## src/rtl/wipe_pkg.sv

```systemverilog
package wipe_pkg;
  localparam int NBANK = 4;

  typedef logic [NBANK-1:0]             mask_t;
  typedef logic [$clog2(NBANK)-1:0]     bank_t;
  typedef logic [NBANK-1:0][31:0]       size_vec_t;

  // bank byte sizes, element 0 = bank 0
  localparam size_vec_t DEF_BANK_BYTES = {32'h0000_4000, 32'h0000_C000,
                                          32'h0000_8000, 32'h0000_8000};

  // start byte of each bank, banks packed back to back
  function automatic size_vec_t base_vec(size_vec_t sz);
    size_vec_t v;
    logic [31:0] acc;
    acc = '0;
    for (int i = 0; i < NBANK; i++) begin
      v[i] = acc;
      acc  = acc + sz[i];
    end
    return v;
  endfunction

  // index of the final word of each bank
  function automatic size_vec_t last_vec(size_vec_t sz, int wshift);
    size_vec_t v;
    for (int i = 0; i < NBANK; i++) v[i] = (sz[i] >> wshift) - 32'd1;
    return v;
  endfunction

  function automatic logic [31:0] total_bytes(size_vec_t sz);
    logic [31:0] acc;
    acc = '0;
    for (int i = 0; i < NBANK; i++) acc = acc + sz[i];
    return acc;
  endfunction

  function automatic logic [31:0] max_words(size_vec_t sz, int wshift);
    logic [31:0] m;
    m = '0;
    for (int i = 0; i < NBANK; i++) if ((sz[i] >> wshift) > m) m = sz[i] >> wshift;
    return m;
  endfunction

  // lowest set bit of a mask
  function automatic bank_t first_set(mask_t m);
    bank_t f;
    f = '0;
    for (int i = NBANK - 1; i >= 0; i--) if (m[i]) f = bank_t'(i);
    return f;
  endfunction

  // banks with a strictly higher index than b
  function automatic mask_t above(bank_t b);
    mask_t m;
    for (int i = 0; i < NBANK; i++) m[i] = (i > int'(b));
    return m;
  endfunction

  function automatic mask_t onehot(bank_t b);
    mask_t m;
    m = '0;
    m[b] = 1'b1;
    return m;
  endfunction
endpackage

```

## src/rtl/wipe_sched.sv

```systemverilog
module wipe_sched
  import wipe_pkg::*;
(
  input  logic  clk,
  input  logic  rst_n,
  input  logic  req_wr,
  input  mask_t req_mask,
  input  logic  bank_end,
  output mask_t pend,
  output logic  busy,
  output logic  done,
  output bank_t cur_bank
);
  mask_t pend_q, pend_n, clr_m, add_m;
  bank_t cur_q;
  logic  busy_q, done_q;
  logic  start_ev;

  assign start_ev = !busy_q && req_wr && (|req_mask);

  always_comb begin
    clr_m  = bank_end ? onehot(cur_q) : '0;
    add_m  = (busy_q && req_wr) ? (req_mask & above(cur_q)) : '0;
    pend_n = (pend_q & ~clr_m) | add_m;
  end

  always_ff @(posedge clk or negedge rst_n) begin
    if (!rst_n) begin
      pend_q <= '0;
      cur_q  <= '0;
      busy_q <= 1'b0;
      done_q <= 1'b0;
    end else begin
      done_q <= 1'b0;
      if (!busy_q) begin
        if (start_ev) begin
          pend_q <= req_mask;
          cur_q  <= first_set(req_mask);
          busy_q <= 1'b1;
        end
      end else begin
        pend_q <= pend_n;
        if (bank_end) begin
          if (pend_n == '0) begin
            busy_q <= 1'b0;
            done_q <= 1'b1;
          end else begin
            cur_q <= first_set(pend_n);
          end
        end
      end
    end
  end

  assign pend     = pend_q;
  assign busy     = busy_q;
  assign done     = done_q;
  assign cur_bank = cur_q;
endmodule

```

## src/rtl/wipe_addr.sv

```systemverilog
module wipe_addr
  import wipe_pkg::*;
#(
  parameter size_vec_t BANK_BYTES = DEF_BANK_BYTES,
  parameter int        ADDR_W     = 17,
  parameter int        WSHIFT     = 2
)(
  input  logic              clk,
  input  logic              rst_n,
  input  logic              busy,
  input  logic              mem_ready,
  input  bank_t             cur_bank,
  output logic [ADDR_W-1:0] mem_addr,
  output logic              last_word,
  output logic              bank_end
);
  localparam size_vec_t   BASE_V = base_vec(BANK_BYTES);
  localparam size_vec_t   LAST_V = last_vec(BANK_BYTES, WSHIFT);
  localparam logic [31:0] MAXW   = max_words(BANK_BYTES, WSHIFT);
  localparam int          OFF_W  = (MAXW > 1) ? $clog2(MAXW) : 1;

  logic [OFF_W-1:0] off_q;
  logic             step;

  assign step      = busy && mem_ready;
  assign last_word = (off_q == LAST_V[cur_bank][OFF_W-1:0]);
  assign bank_end  = step && last_word;

  // offset returns to zero after each bank, so a new bank starts at its base
  always_ff @(posedge clk or negedge rst_n) begin
    if (!rst_n)    off_q <= '0;
    else if (step) off_q <= last_word ? '0 : off_q + 1'b1;
  end

  assign mem_addr = BASE_V[cur_bank][ADDR_W-1:0] + (ADDR_W'(off_q) << WSHIFT);
endmodule

```

## src/rtl/wipe_engine.sv

```systemverilog
module wipe_engine
  import wipe_pkg::*;
#(
  parameter int        DATA_W     = 32,
  parameter size_vec_t BANK_BYTES = DEF_BANK_BYTES,
  localparam int       ADDR_W     = $clog2(total_bytes(BANK_BYTES)),
  localparam int       WSHIFT     = $clog2(DATA_W / 8)
)(
  input  logic              clk,
  input  logic              rst_n,
  input  logic              req_wr,
  input  logic [NBANK-1:0]  req_mask,
  output logic [NBANK-1:0]  pend_mask,
  output logic              busy,
  output logic              done,
  output logic [ADDR_W-1:0] mem_addr,
  output logic [DATA_W-1:0] mem_wdata,
  output logic              mem_we,
  input  logic              mem_ready
);
  bank_t cur_bank;
  logic  last_word;
  logic  bank_end;

  wipe_sched u_sched (
    .clk      (clk),
    .rst_n    (rst_n),
    .req_wr   (req_wr),
    .req_mask (req_mask),
    .bank_end (bank_end),
    .pend     (pend_mask),
    .busy     (busy),
    .done     (done),
    .cur_bank (cur_bank)
  );

  wipe_addr #(
    .BANK_BYTES (BANK_BYTES),
    .ADDR_W     (ADDR_W),
    .WSHIFT     (WSHIFT)
  ) u_addr (
    .clk       (clk),
    .rst_n     (rst_n),
    .busy      (busy),
    .mem_ready (mem_ready),
    .cur_bank  (cur_bank),
    .mem_addr  (mem_addr),
    .last_word (last_word),
    .bank_end  (bank_end)
  );

  assign mem_we    = busy;
  assign mem_wdata = '0;
endmodule

```

## config.mk

```make
export PLATFORM = sky130hd
export DESIGN_NAME = wipe_engine
export DESIGN_NICKNAME = d
export VERILOG_FILES = /design/src/rtl/wipe_pkg.sv /design/src/rtl/wipe_sched.sv /design/src/rtl/wipe_addr.sv /design/src/rtl/wipe_engine.sv
export SDC_FILE = /design/constraint.sdc
export NUM_CORES = 1
export LEC_CHECK = 0
export BUFFER_PORTS_ARGS = -buffer_cell sky130_fd_sc_hd__buf_2
export CORE_MARGIN = 3
export CORE_UTILIZATION = 50
export CTS_CLUSTER_DIAMETER = 150
export CTS_CLUSTER_SIZE = 25
export DETAILED_ROUTE_END_ITERATION = 10
export HOLD_SLACK_MARGIN = 0.08
export PLACE_DENSITY = 0.88
export REMOVE_ABC_BUFFERS = 1
export SYNTH_ARGS = -nofsm -noshare
export SYNTH_HDL_FRONTEND = slang
export SYNTH_HIERARCHICAL = 1
export SYNTH_SLANG_ARGS = --single-unit
export TNS_END_PERCENT = 30
```

## constraint.sdc

```tcl
create_clock -name clk -period 5.4 [get_ports clk]
set_clock_uncertainty 0.05 [all_clocks]
set_input_delay 0.54 -clock clk [delete_from_list [all_inputs] [get_ports clk]]
set_output_delay 0.54 -clock clk [all_outputs]
set_load 0.05 [all_outputs]
```

Yosys cells after proc, flatten, opt, wreduce, memory -nomap -nowiden:

Index checks and enable logic that the tools add are counted.

* bits in registers: 22
* bits of input ports: 8
* output and inout port bits: 56

* $add $sub $neg: 2
* $lt $le $gt $ge: 5
* eq/ne operators: 3
* muxes and demuxes: 30
* bitwise logic cells: 4
* reduce and logical (&&, ||, !) cells: 11

Operators with widths (number)
* 32-bit binary-select mux with 2-bit select: 2
* 14-bit two-way mux: 2
* 2-bit two-way mux: 12
* 17-bit by 16-bit adder with 17-bit output: 1
* 17-bit two-way mux: 1
* 4-bit two-way mux: 4
* 14-bit by 1-bit adder with 14-bit output (second input constant): 1
* 14-bit == test: 1
* 4-bit AND: 2
* 1-bit two-way mux: 8
* 1-bit logical AND: 6
* 2-bit > comparator (first input constant): 2
* 4-bit logical NOT: 1
* 4-bit inverter: 1
* 4-bit OR: 1
* 4-bit OR reduction: 1
* 2-bit by 3-bit < comparator with 1-bit output (second input constant): 1
* 3-bit AND reduction: 1
* 1-bit demux with 2-bit select: 1
* 2-bit by 1-bit >= comparator with 1-bit output (second input constant): 1
* 1-bit by 2-bit > comparator with 1-bit output (first input constant): 1
* 2-bit by 1-bit != test with 1-bit output (second input constant): 1
* 2-bit != test (second input constant): 1
* 2-bit nonzero test: 1
* 1-bit logical NOT: 1

Logic depth before layout (Yosys ltp):

Gate-level depths: netlist of the first run.

* word-level depth: 15
* mapped depth: 9

By module:

The synthesis of the first run kept the hierarchy.

By module, submodules not included
* wipe_addr: instances 1, cells each 90, area each 877.1 um^2
* wipe_sched: instances 1, cells each 61, area each 530.5 um^2
* wipe_engine: instances 1, cells each 34, area each 251.5 um^2

Worst setup path before layout of the first run:

No wires, ideal clock.

* path type: register to register
* start: reg u_sched.busy_q, in the netlist u_sched/busy
* end: reg u_sched.cur_q[1], in the netlist u_sched/cur_bank[1]
* library setup time: 119 ps
* data arrival time: 2425 ps
* path slack: 2806 ps
* cell stages (with the launch flop): 9
* period minus slack after synthesis: 2594 ps
* path through: dfrtp_1 -> and2_1 -> nand2b_1 -> nor3_2 -> nand2b_1 -> a21oi_1 -> o21ai_1 -> o31a_1 -> o21a_1

* word-level cells in the longest chain between the ends: 13
* elaborated cells between the ends (all ways): 23
* those cells by class: eq/ne: 2; mux: 9; bitwise: 3; reduce/logical: 9

RTL lines
* from (decl): RTL line wipe_sched.sv:16 `logic busy_q, done_q;`
* from (signal assigned): RTL line wipe_sched.sv:31 `busy_q <= 1'b0;`
* from (signal assigned): RTL line wipe_sched.sv:39 `busy_q <= 1'b1;`
* from (signal assigned): RTL line wipe_sched.sv:45 `busy_q <= 1'b0;`
* 1-bit logical AND *: RTL line wipe_addr.sv:25 `assign step = busy && mem_ready;`
* 1-bit logical AND *: RTL line wipe_addr.sv:27 `assign bank_end = step && last_word;`
* net bank_end: RTL line wipe_engine.sv:23 `logic bank_end;`
* 4-bit two-way mux: RTL line wipe_sched.sv:22 `clr_m = bank_end ? onehot(cur_q) : '0;`
* 4-bit inverter: RTL line wipe_sched.sv:24 `pend_n = (pend_q & ~clr_m) | add_m;`
* 4-bit AND: RTL line wipe_sched.sv:24
* 4-bit OR: RTL line wipe_sched.sv:24
* 2-bit two-way mux (4 in series): RTL line wipe_pkg.sv:49 `for (int i = NBANK - 1; i >= 0; i--) if (m[i]) f = bank_t'(i);`
* 2-bit two-way mux: RTL line wipe_sched.sv:44 `if (pend_n == '0) begin`
* 2-bit two-way mux: RTL line wipe_sched.sv:43 `if (bank_end) begin`
* 2-bit two-way mux: RTL line wipe_sched.sv:35 `if (!busy_q) begin`
* to (signal assigned): RTL line wipe_sched.sv:38 `cur_q <= first_set(req_mask);`
* to (signal assigned): RTL line wipe_sched.sv:48 `cur_q <= first_set(pend_n);`
* to (decl): RTL line wipe_sched.sv:15 `bank_t cur_q;`

Mark *: on every way through the listed nets, which the timed path passes. The rest lies on a longest branch. The select of a mux whose other input is x is not followed.
A chain may end at the register's enable or synchronous reset.

Worst setup path in the final report of the first run:

* start: reg u_sched.busy_q, in the netlist u_sched/busy
* end: reg u_sched.cur_q[0], in the netlist u_sched/cur_bank[0]

Same word-level chain as after synthesis.

==> results.py, run 1 <==
metrics = {
    "synth": {
        "synth.yosys.seq_area_share": 0.3318,
        "netlist_area_um2": 1659,
        "ys.flop_type": "dfrtp_1",
        "async_flop_share": 1.000,
        "synth_cell_types": 42,
        "synth_area_leaders": "dfrtp_1 (33%), buf_4 (21%), xnor2_1 (3.7%), nor2_1 (2.9%), a21oi_1 (2.7%)",
        "netlist_instances": 185,
        "yosys.area.top_type": "dfrtp_1",
        "netlist.area_leader.share": 0.3318,
        "yosysWarnings": 6,
        "synth-edff-count": 0,
        "postSynthRegisterBits": 22,
        "avgSynthCellArea_um2": 8.968,
    },
    "worst_setup_path": {
        "crit_family": "simple AND/OR/NAND/NOR gates",
        "slowest_stage": "dfrtp_1",
        "cp-end-kind": "flip-flop",
        "r2r_end": "u_sched/cur_bank[0]$_DFFE_PN0P_",
        "startpoint": "u_sched/busy$_DFF_PN0_",
        "r2r-start": "u_sched/busy$_DFF_PN0_",
        "cp.arrival_ns": 3.03,
        "r2r_slack_ns": 2.52,
        "criticalPathCategory": "flip-flop to flip-flop",
        "cp.depth": 8,
        "crit_chain": "and2_1 -> nand2b_1 -> nor3_2 -> nand2b_1 -> a21oi_1 -> o21ai_1 -> o31a_1 -> o21a_1",
        "slowest_delay_ns": 0.72,
        "crit_required_ns": 5.55,
        "critPathMaxFanout": 20,
        "cp_common_cell": "nand2b_1",
        "crit_path_end": "u_sched/cur_bank[0]$_DFFE_PN0P_",
        "cp-start-kind": "flip-flop",
        "crit_buf_inv": 0,
        "reg2regPathDepth": 8,
    },
    "cells_and_area": {
        "layout_common_cells": "conb_1 (34), buf_2 (29), dfrtp_1 (22), nor2_1 (13), nand2_1 (11)",
        "synthToLayoutAreaGrowth_pct": -1.961,
        "final_common_cell": "conb_1",
        "multiInputGateArea_um2": 830.8,
        "antenna_cells": 0,
        "layout-drive-gt1-share": 0.2050,
        "n_fill_cell": 297,
        "seqCellArea_um2": 550.5,
        "fin_area_um2": 1627,
        "nets": 213,
    },
    "sta": {
        "rsz0062_at_grt": "no",
        "max_freq_ghz": 0.3476,
        "maxSlewHeadroom": 0.5519,
        "period_share": 0.5328,
        "hold_violations": 0,
        "maxSlewViolCount": 0,
        "period_minus_slack_ns": 2.877,
        "worstMarginPinSlew_ns": 0.6685,
        "fin_tns_setup_ns": 0,
        "finalSetupViolations": 0,
    },
    "clocking": {
        "root_buffer": "clkbuf_4",
        "post_cts_resized": 0,
        "cts_max_path_buffers": 2,
        "h-tree-depth": 1,
        "clock_sinks": 22,
        "cts_tree": "yes",
        "insertion_delay_ns": 0.30,
        "hold_buffers": 0,
        "clk_pin_slew_ns": 0.11,
        "post_cts_buffers": 0,
        "cts-buffers-inserted": 3,
    },
    "grt": {
        "met2_usage": 0.2386,
        "globalRouteMet1Util": 0.1964,
        "grtUsageTotal": 0.1474,
        "antenna_found_initial": 0,
        "grt_overflow": 0,
        "grt_first_pass_wirelength_mm": 4.788,
        "grt_max_degree": 23,
        "top_usage_layer": "met2",
        "use_met3": 0.02852,
        "grt_pass1_vias": 1042,
    },
    "power": {
        "switching_share": 0.5172,
        "p_comb_frac": 0.466,
        "vdd_drop_max_uv": 245.4,
        "p_leak_uw": 0.0008023,
        "p_seq_frac": 0.407,
        "powerDensity_nw_per_um2": 349.6,
        "clock_power_share": 0.127,
        "p_sw_uw": 294.1,
        "intPower_uw": 274.6,
    },
    "placed_design": {
        "place_congestion": 0.8091,
        "numPortBuffers": 29,
        "dp_hpwl_mm": 2.228,
        "dpl_cell_area_um2": 1604,
    },
    "status": {
        "status": "complete, no violations",
    },
    "floorplanning": {
        "die_w_um": 63.61,
        "dieArea_um2": 4046,
        "die_y_um": 63.61,
        "placementRows": 20,
        "core-area_um2": 3103,
        "io_pins": 64,
        "start_util": 0.5347,
    },
    "route": {
        "drt.antenna.violating_nets": 0,
        "drt_iter0_drc": 42,
        "drt_wl_total_mm": 2.945,
        "wire_per_inst_um": 12.07,
        "drc": 0,
        "vias": 1192,
        "vias_per_cell": 4.885,
        "drt-pass1-iter-count": 4,
    },
    "min_path": {
        "hp-class": "input port to asynchronous set/reset pin",
    },
    "job": {
        "cap_violations": 0,
    },
}
[state kept, by name, indices dropped and copies added (netlist names)]
signal and flops:
u_addr/off_q 14, u_sched/busy 1, u_sched/done 1, u_sched/cur_bank 2, u_sched/pend 4
[worst register-to-register path, cell delays in order (launching register included)]
cell	delay (ns)
dfrtp_1	0.72
and2_1	0.32
nand2b_1	0.13
nor3_2	0.53
nand2b_1	0.16
a21oi_1	0.29
o21ai_1	0.14
o31a_1	0.27
o21a_1	0.17
[layout make-up]
type / count / share of cell area
clock buffer: 3 / 0.01385
inverter: 6 / 0.01385
multi-input combinational: 140 / 0.5108
sequential: 22 / 0.3385
tap: 44 / 0.03385
timing repair buffer: 29 / 0.08923
[synthesized netlist by cell type, types with 4 or more instances]
cell type  number
inv_1           6
o21ai_0         7
dfrtp_1        22
xor2_1          5
nor2_1         13
buf_4          47
nor3_1          4
and2_1          4
xnor2_1         7
nand4_1         5
nand2b_1        4
a21oi_1         9
nand2_1        11
[worst min path at each step]
stage,endpoint,start,cells after the start,slack [ns]
3_3_place_gp,u_addr/off_q[8]$_DFFE_PN0P_,u_addr/off_q[8]$_DFFE_PN0P_,1,0.45
5_1_grt,u_addr/off_q[7]$_DFFE_PN0P_,rst_n,1,0.15
6_report,u_addr/off_q[12]$_DFFE_PN0P_,rst_n,1,0.14
3_5_place_dp,u_addr/off_q[8]$_DFFE_PN0P_,u_addr/off_q[8]$_DFFE_PN0P_,1,0.46
2_1_floorplan,u_addr/off_q[0]$_DFFE_PN0P_,rst_n,0,0.19
4_1_cts,u_addr/off_q[9]$_DFFE_PN0P_,rst_n,1,0.14
[power by group through the flow]
stage / Clock [µW] / Sequential [µW] / Combinational (µW)
after floorplan: 0 / 312 / 132
after global placement: 0 / 234 / 262
after detailed placement: 0 / 235 / 264
after CTS: 74.3 / 232 / 266
after global routing: 80.9 / 239 / 284
final: 72.0 / 232 / 265
[metrics by stage]
step,std cells,hold slack (ns),util,total power [µW],worst slack (ns)
2_1_floorplan,168,0.1944,-,443.9,2.327
3_3_place_gp,241,0.4539,0.5169,496.0,2.682
3_5_place_dp,241,0.4577,0.5169,499.6,2.601
4_1_cts,244,0.1416,0.5242,571.5,2.553
5_1_grt,244,0.1547,0.5242,603.1,2.206
6_report,244,0.1358,0.5242,568.7,2.523
[kinds of logic (layout without fill, tap and decap cells)]
logic type	after synthesis	after routing	share of synthesized area
and+or+nand+nor	55	55	0.1900
buffers and inverters	55	38	0.2398
AOI/OAI and AO/OA	34	34	0.1305
DFF	22	22	0.3318
xor gates and xnor gates	12	12	0.06335
adders and majority gates	3	3	0.02715
other	2	34	0.004527
muxes	2	2	0.01282
[routing by layer]
layer	part of all wire	wire length, µm
met3	0.060	178
met1	0.46	1343
met2	0.48	1408
met4	0.0044	13
met5	0	0
No activity file was read; power rests on OpenSTA's default activity.
==> run 2: changes to the inputs <==
--- a/config.mk
+++ b/config.mk
@@ -5,14 +5,15 @@
 export SDC_FILE = /design/constraint.sdc
 export NUM_CORES = 1
 export LEC_CHECK = 0
+export ABC_AREA = 1
 export BUFFER_PORTS_ARGS = -buffer_cell sky130_fd_sc_hd__buf_2
 export CORE_MARGIN = 3
-export CORE_UTILIZATION = 50
+export CORE_UTILIZATION = 46
 export CTS_CLUSTER_DIAMETER = 150
 export CTS_CLUSTER_SIZE = 25
 export DETAILED_ROUTE_END_ITERATION = 10
 export HOLD_SLACK_MARGIN = 0.08
-export PLACE_DENSITY = 0.88
+export PLACE_DENSITY = 0.83
 export REMOVE_ABC_BUFFERS = 1
 export SYNTH_ARGS = -nofsm -noshare
 export SYNTH_HDL_FRONTEND = slang
==> constraint.sdc (replaced) <==
create_clock -name clk -period 2.56 [get_ports clk]
set_clock_uncertainty 0.05 [all_clocks]
set_input_delay 0.256 -clock clk [delete_from_list [all_inputs] [get_ports clk]]
set_output_delay 0.256 -clock clk [all_outputs]
set_load 0.05 [all_outputs]
==> run 2 against run 1 <==
Effect of this change: register-to-register slack got worse by 2.2 ns; clock power rose to 4.5 times the previous value; synthesized cell count rose by 43%; via count rose by 29%; clock-buffer cell count did not move; area after synthesis rose by 13%; combinational power rose by 63%; critical path depth rose by 7; sequential power rose by 94%; sequential share of layout area fell by 5.0 points; critical endpoint is now u_sched/cur_bank[1]$_DFFE_PN0P_; largest power group is now registers; highest routed layer unchanged.
==> results.py, run 2 <==
metrics = {
    "clocking": {
        "post_cts_buffers": 0,
        "clock_sinks": 22,
        "insertion_delay_ns": 0.26,
        "clk_pin_slew_ns": 0.08,
        "cts_max_path_buffers": 2,
        "cts-buffers-inserted": 3,
        "cts_tree": "yes",
        "h-tree-depth": 1,
        "root_buffer": "clkbuf_8",
    },
    "route": {
        "vias": 1535,
        "drt_iter0_drc": 80,
        "drt_wl_total_mm": 3.484,
        "vias_per_cell": 4.680,
        "wl_met3_um": 247,
        "met2_wirelength_mm": 1.750,
        "wl_met1_mm": 1.464,
        "top_layer_used": "met4",
        "wire_per_inst_um": 10.62,
        "drt.antenna.violating_nets": 0,
        "drt-pass1-iter-count": 4,
        "drc": 0,
    },
    "placed_design": {
        "place_congestion": 0.8926,
        "dpl_cell_area_um2": 1827,
        "dp_hpwl_mm": 2.785,
        "dp_worst_setup_slack_ns": 0.3354,
        "numPortBuffers": 29,
    },
    "floorplanning": {
        "io_pins": 64,
        "dieArea_um2": 4885,
        "start_util": 0.4944,
        "core-area_um2": 3799,
        "die_w_um": 69.90,
        "die_y_um": 69.90,
        "placementRows": 22,
    },
    "worst_setup_path": {
        "critPathMaxFanout": 11,
        "crit_chain": "nand2_2 -> nor2_2 -> nand3_2 -> nor2_4 -> nand2_2 -> clkinv_2 -> nand3_1 -> nand2_1 -> inv_1 -> nor2_1 -> nand2_1 -> nand3_1 -> nand2_1 -> nand2_1 -> nand2_1",
        "slowest_delay_ns": 0.57,
        "cp-end-kind": "flip-flop",
        "slowest_stage": "dfrtp_1",
        "crit_family": "simple AND/OR/NAND/NOR gates",
        "crit_required_ns": 2.67,
        "cp.arrival_ns": 2.38,
        "crit_buf_inv": 2,
        "cp-start-kind": "flip-flop",
        "cp_common_cell": "nand2_1",
        "criticalPathCategory": "flip-flop to flip-flop",
    },
    "cells_and_area": {
        "n_fill_cell": 389,
        "final_common_cell": "nand2_1",
        "layout-drive-gt1-share": 0.2036,
        "layout_common_cells": "nand2_1 (63), conb_1 (34), nor2_1 (31), buf_2 (29), inv_1 (28)",
        "largest_reg_flops": 14,
        "nets": 292,
        "fin_area_um2": 1908,
        "largest_register": "u_addr/off_q",
        "seqCellArea_um2": 550.5,
        "synthToLayoutAreaGrowth_pct": 1.599,
        "antenna_cells": 0,
        "multiInputGateArea_um2": 957.2,
    },
    "status": {
        "status": "complete, no violations",
    },
    "power": {
        "intPower_uw": 677.4,
        "powerDensity_nw_per_um2": 633.3,
        "clock_power_share": 0.268,
        "switching_share": 0.4393,
        "p_comb_frac": 0.358,
        "p_seq_frac": 0.373,
        "p_leak_uw": 0.001047,
        "vdd_drop_max_uv": 214.7,
        "p_sw_uw": 530.9,
    },
    "grt": {
        "grt_overflow": 0,
        "grtUsageTotal": 0.1431,
        "grt_pass1_vias": 1438,
        "grt_max_degree": 23,
        "grt_first_pass_wirelength_mm": 5.961,
        "antenna_found_initial": 0,
    },
    "min_path": {
        "hp-class": "input port to flip-flop",
    },
    "sta": {
        "period_share": 0.8872,
        "rsz0062_at_grt": "no",
        "fin_tns_setup_ns": 0,
        "max_freq_ghz": 0.4403,
        "finalSetupViolations": 0,
        "hold_violations": 0,
        "maxSlewViolCount": 0,
        "worst_slack_ns": 0.2888,
        "period_minus_slack_ns": 2.271,
    },
    "synth": {
        "netlist_instances": 264,
        "yosysWarnings": 6,
        "avgSynthCellArea_um2": 7.114,
        "netlist_area_um2": 1878,
    },
    "job": {
        "cap_violations": 0,
    },
}
==> run 2: metal layers <==
| layer | vias up | track usage |
|---|---|---|
| li1 | 764 | - |
| met5 | - | 0 |
| met1 | 710 | 0.1698 |
| met4 | 0 | 0.02766 |
| met3 | 4 | 0.03165 |
| met2 | 57 | 0.2634 |
==> run 2: final timing paths <==
check | depth (start not counted) | end | slack [ns] | start
worst max-delay path | 15 | u_sched/cur_bank[1]$_DFFE_PN0P_ | 0.29 | u_sched/busy$_DFF_PN0_
worst max register to register | 15 | u_sched/cur_bank[1]$_DFFE_PN0P_ | 0.29 | u_sched/busy$_DFF_PN0_
min in group asynchronous | 2 | u_addr/off_q[6]$_DFFE_PN0P_ | 0.43 | rst_n
worst min-delay path | 3 | u_sched/pend[0]$_DFFE_PN0P_ | 0.28 | req_mask[0]
worst min register to register | 1 | u_addr/off_q[4]$_DFFE_PN0P_ | 0.48 | u_addr/off_q[4]$_DFFE_PN0P_
max in group asynchronous | 2 | u_addr/off_q[8]$_DFFE_PN0P_ | 1.70 | rst_n
==> run 2: per-stage QoR <==
step,cells,util,power (µW),hold slack (ns)
3_3_place_gp,323,0.4809,881.2,0.1963
3_5_place_dp,323,0.4809,888.9,0.2013
4_1_cts,328,0.5023,1213,0.2836
5_1_grt,328,0.5023,1264,0.2995
6_report,328,0.5023,1208,0.2779
2_1_floorplan,246,-,799.2,-0.08959
==> run 2: area by class of cell <==
type | instances | area share
multi-input combinational | 194 | 0.5016
sequential | 22 | 0.2885
timing repair buffer | 30 | 0.08131
inverter | 30 | 0.05967
tap | 48 | 0.03148
clock buffer | 3 | 0.02164
clock inverter | 1 | 0.01574
==> run 2: tightest hold or removal path, cell delays in order <==
cell	delay (ns)
buf_2	0.10
o21ai_0	0.07
o22ai_1	0.11
==> run 2: power groups by stage <==
stage               clock network (µW)  logic (µW)  registers, µW
global placement                     0         427            454
detailed placement                   0         432            457
global route                       343         461            460
floorplan                            0         213            586
CTS                                329         434            450
finish                             324         433            451
==> run 2: timing repair <==
action | in CTS | in global routing
endpoints found under the hold margin | 22 | 0
hold buffers | 1 | 0
resized for setup | 0 | 0
==> run 3: changes to the inputs <==
--- a/config.mk
+++ b/config.mk
@@ -14,6 +14,7 @@
 export DETAILED_ROUTE_END_ITERATION = 10
 export HOLD_SLACK_MARGIN = 0.08
 export PLACE_DENSITY = 0.83
+export RECOVER_POWER = 25
 export REMOVE_ABC_BUFFERS = 1
 export SYNTH_ARGS = -nofsm -noshare
 export SYNTH_HDL_FRONTEND = slang
==> run 3 against run 2 <==
Effect of this change: wire length hardly changed; highest routed layer unchanged; via count did not move; critical endpoint unchanged; register-to-register slack about the same; global-route usage is the same; sequential share of layout area about the same; die area unchanged; sequential cell count stayed put; hold slack hardly changed; design area about the same; total power about the same; combinational power about the same; sequential power is essentially flat.
==> results.py, run 3 (same netlist as run 2, synthesis figures left out) <==
metrics = {
    "clocking": {
        "cts_max_path_buffers": 2,
        "cts-buffers-inserted": 3,
        "insertion_delay_ns": 0.26,
        "root_buffer": "clkbuf_8",
        "clock_sinks": 22,
        "post_cts_buffers": 0,
        "clk_pin_slew_ns": 0.08,
        "post_cts_resized": 0,
        "cts_tree": "yes",
        "h-tree-depth": 1,
    },
    "min_path": {
        "whs_endpoint": "u_sched/pend[0]$_DFFE_PN0P_",
        "hp-start": "req_mask[0]",
        "min_path_cells": 3,
        "hp-class": "input port to flip-flop",
    },
    "power": {
        "vdd_drop_max_uv": 214.7,
        "p_leak_uw": 0.001044,
        "powerDensity_nw_per_um2": 633.7,
    },
    "sta": {
        "period_minus_slack_ns": 2.272,
        "maxSlewViolCount": 0,
        "maxSlewHeadroom": 0.2195,
        "period_share": 0.8873,
        "fin_tns_setup_ns": 0,
        "rsz0062_at_grt": "no",
        "hold_violations": 0,
        "worstMarginPinSlew_ns": 1.171,
        "whs_ns": 0.2777,
        "max_freq_ghz": 0.4402,
        "finalSetupViolations": 0,
    },
    "floorplanning": {
        "core-area_um2": 3799,
        "io_pins": 64,
        "placementRows": 22,
        "die_y_um": 69.90,
        "dieArea_um2": 4885,
        "start_util": 0.4944,
        "die_w_um": 69.90,
    },
    "route": {
        "vias_per_cell": 4.680,
        "drt.antenna.violating_nets": 0,
        "drt_iter0_drc": 80,
        "wire_per_inst_um": 10.63,
        "vias": 1535,
        "drc": 0,
        "drt_wl_total_mm": 3.486,
        "drt-pass1-iter-count": 4,
    },
    "worst_setup_path": {
        "criticalPathCategory": "flip-flop to flip-flop",
        "critPathMaxFanout": 11,
        "r2r-start": "u_sched/busy$_DFF_PN0_",
        "r2r_end": "u_sched/cur_bank[1]$_DFFE_PN0P_",
        "r2r_slack_ns": 0.29,
        "cp-end-kind": "flip-flop",
        "crit_required_ns": 2.67,
        "cp-start-kind": "flip-flop",
        "reg2regPathDepth": 15,
        "cp.arrival_ns": 2.38,
    },
    "grt": {
        "grt_overflow": 0,
        "grt_max_degree": 23,
        "grt_first_pass_wirelength_mm": 5.961,
        "grtUsageTotal": 0.1431,
        "grt_pass1_vias": 1438,
        "antenna_found_initial": 0,
    },
    "cells_and_area": {
        "utilization": 0.5020,
        "largest_reg_flops": 14,
        "n_fill_cell": 390,
        "largest_register": "u_addr/off_q",
        "antenna_cells": 0,
        "final_common_cell": "nand2_1",
        "layout-drive-gt1-share": 0.2000,
        "layout_common_cells": "nand2_1 (63), conb_1 (34), nor2_1 (31), buf_2 (28), inv_1 (28)",
        "fin_area_um2": 1907,
        "synthToLayoutAreaGrowth_pct": 1.532,
        "nets": 292,
    },
    "status": {
        "status": "complete, no violations",
    },
    "placed_design": {
        "dp_hpwl_mm": 2.785,
        "numPortBuffers": 29,
        "place_congestion": 0.8926,
        "dpl_cell_area_um2": 1827,
    },
    "job": {
        "cap_violations": 0,
    },
}
-- run 3: changes by cell type in the layout (fill, tap and decap cells not counted), sizes merged --
cell	previous run	this run
buf	29	28
clkbuf	3	4
-- run 3: area by class of cell --
type	instances	area [µm²]	share of cell area
Clock buffer	3	41.29	0.02165
Clock inverter	1	30.03	0.01575
Inverter	30	113.9	0.05971
Multi-Input combinational cell	194	957.2	0.5020
Sequential cell	22	550.5	0.2887
Tap cell	48	60.06	0.03150
Timing Repair Buffer	30	153.9	0.08071
-- run 3: critical path, stage by stage (launching register included) --
cell,delay (ns)
dfrtp_1,0.57
nand2_2,0.20
nor2_2,0.16
nand3_2,0.13
nor2_4,0.13
nand2_2,0.10
clkinv_2,0.14
nand3_1,0.09
nand2_1,0.12
inv_1,0.05
nor2_1,0.12
nand2_1,0.07
nand3_1,0.07
nand2_1,0.06
nand2_1,0.06
nand2_1,0.04
-- run 3: worst max-delay path by stage --
stage                                         start                         endpoint  cells after the start
detailed placement           u_sched/busy$_DFF_PN0_  u_sched/cur_bank[0]$_DFFE_PN0P_                     15
global placement        u_addr/off_q[0]$_DFFE_PN0P_  u_sched/cur_bank[0]$_DFFE_PN0P_                     16
finish                       u_sched/busy$_DFF_PN0_  u_sched/cur_bank[1]$_DFFE_PN0P_                     15
floorplan                    u_sched/busy$_DFF_PN0_  u_sched/cur_bank[1]$_DFFE_PN0P_                     15
global route                 u_sched/busy$_DFF_PN0_  u_sched/cur_bank[1]$_DFFE_PN0P_                     15
CTS                 u_sched/cur_bank[1]$_DFFE_PN0P_                     mem_addr[16]                      6
-- run 3: timing repair --
item	4_1_cts	5_1_grt
setup endpoints to repair	0	0
hold buffers	1	0
hold endpoints to repair	22	0
-- run 3: per-layer routing --
metal / GRT usage / vias up / part of all wire
met5: 0 / - / 0
met4: 0.02766 / 0 / 0.0060
met3: 0.03165 / 4 / 0.071
met2: 0.2634 / 57 / 0.50
met1: 0.1698 / 710 / 0.42
li1: - / 764 / -
-- run 3: power by group --
group          leakage (µW)  switching [µW]  internal (µW)
combinational      0.000755             351           81.5
clock             0.0000357             115            209
sequential         0.000254            64.2            387
-- run 3: stage by stage --
stage / total power, µW / instances / worst slack [ns]
global route: 1264 / 328 / 0.03250
global placement: 881.2 / 323 / 0.4197
CTS: 1213 / 328 / 0.2845
finish: 1208 / 328 / 0.2884
floorplan: 799.2 / 246 / -0.1043
detailed placement: 888.9 / 323 / 0.3354
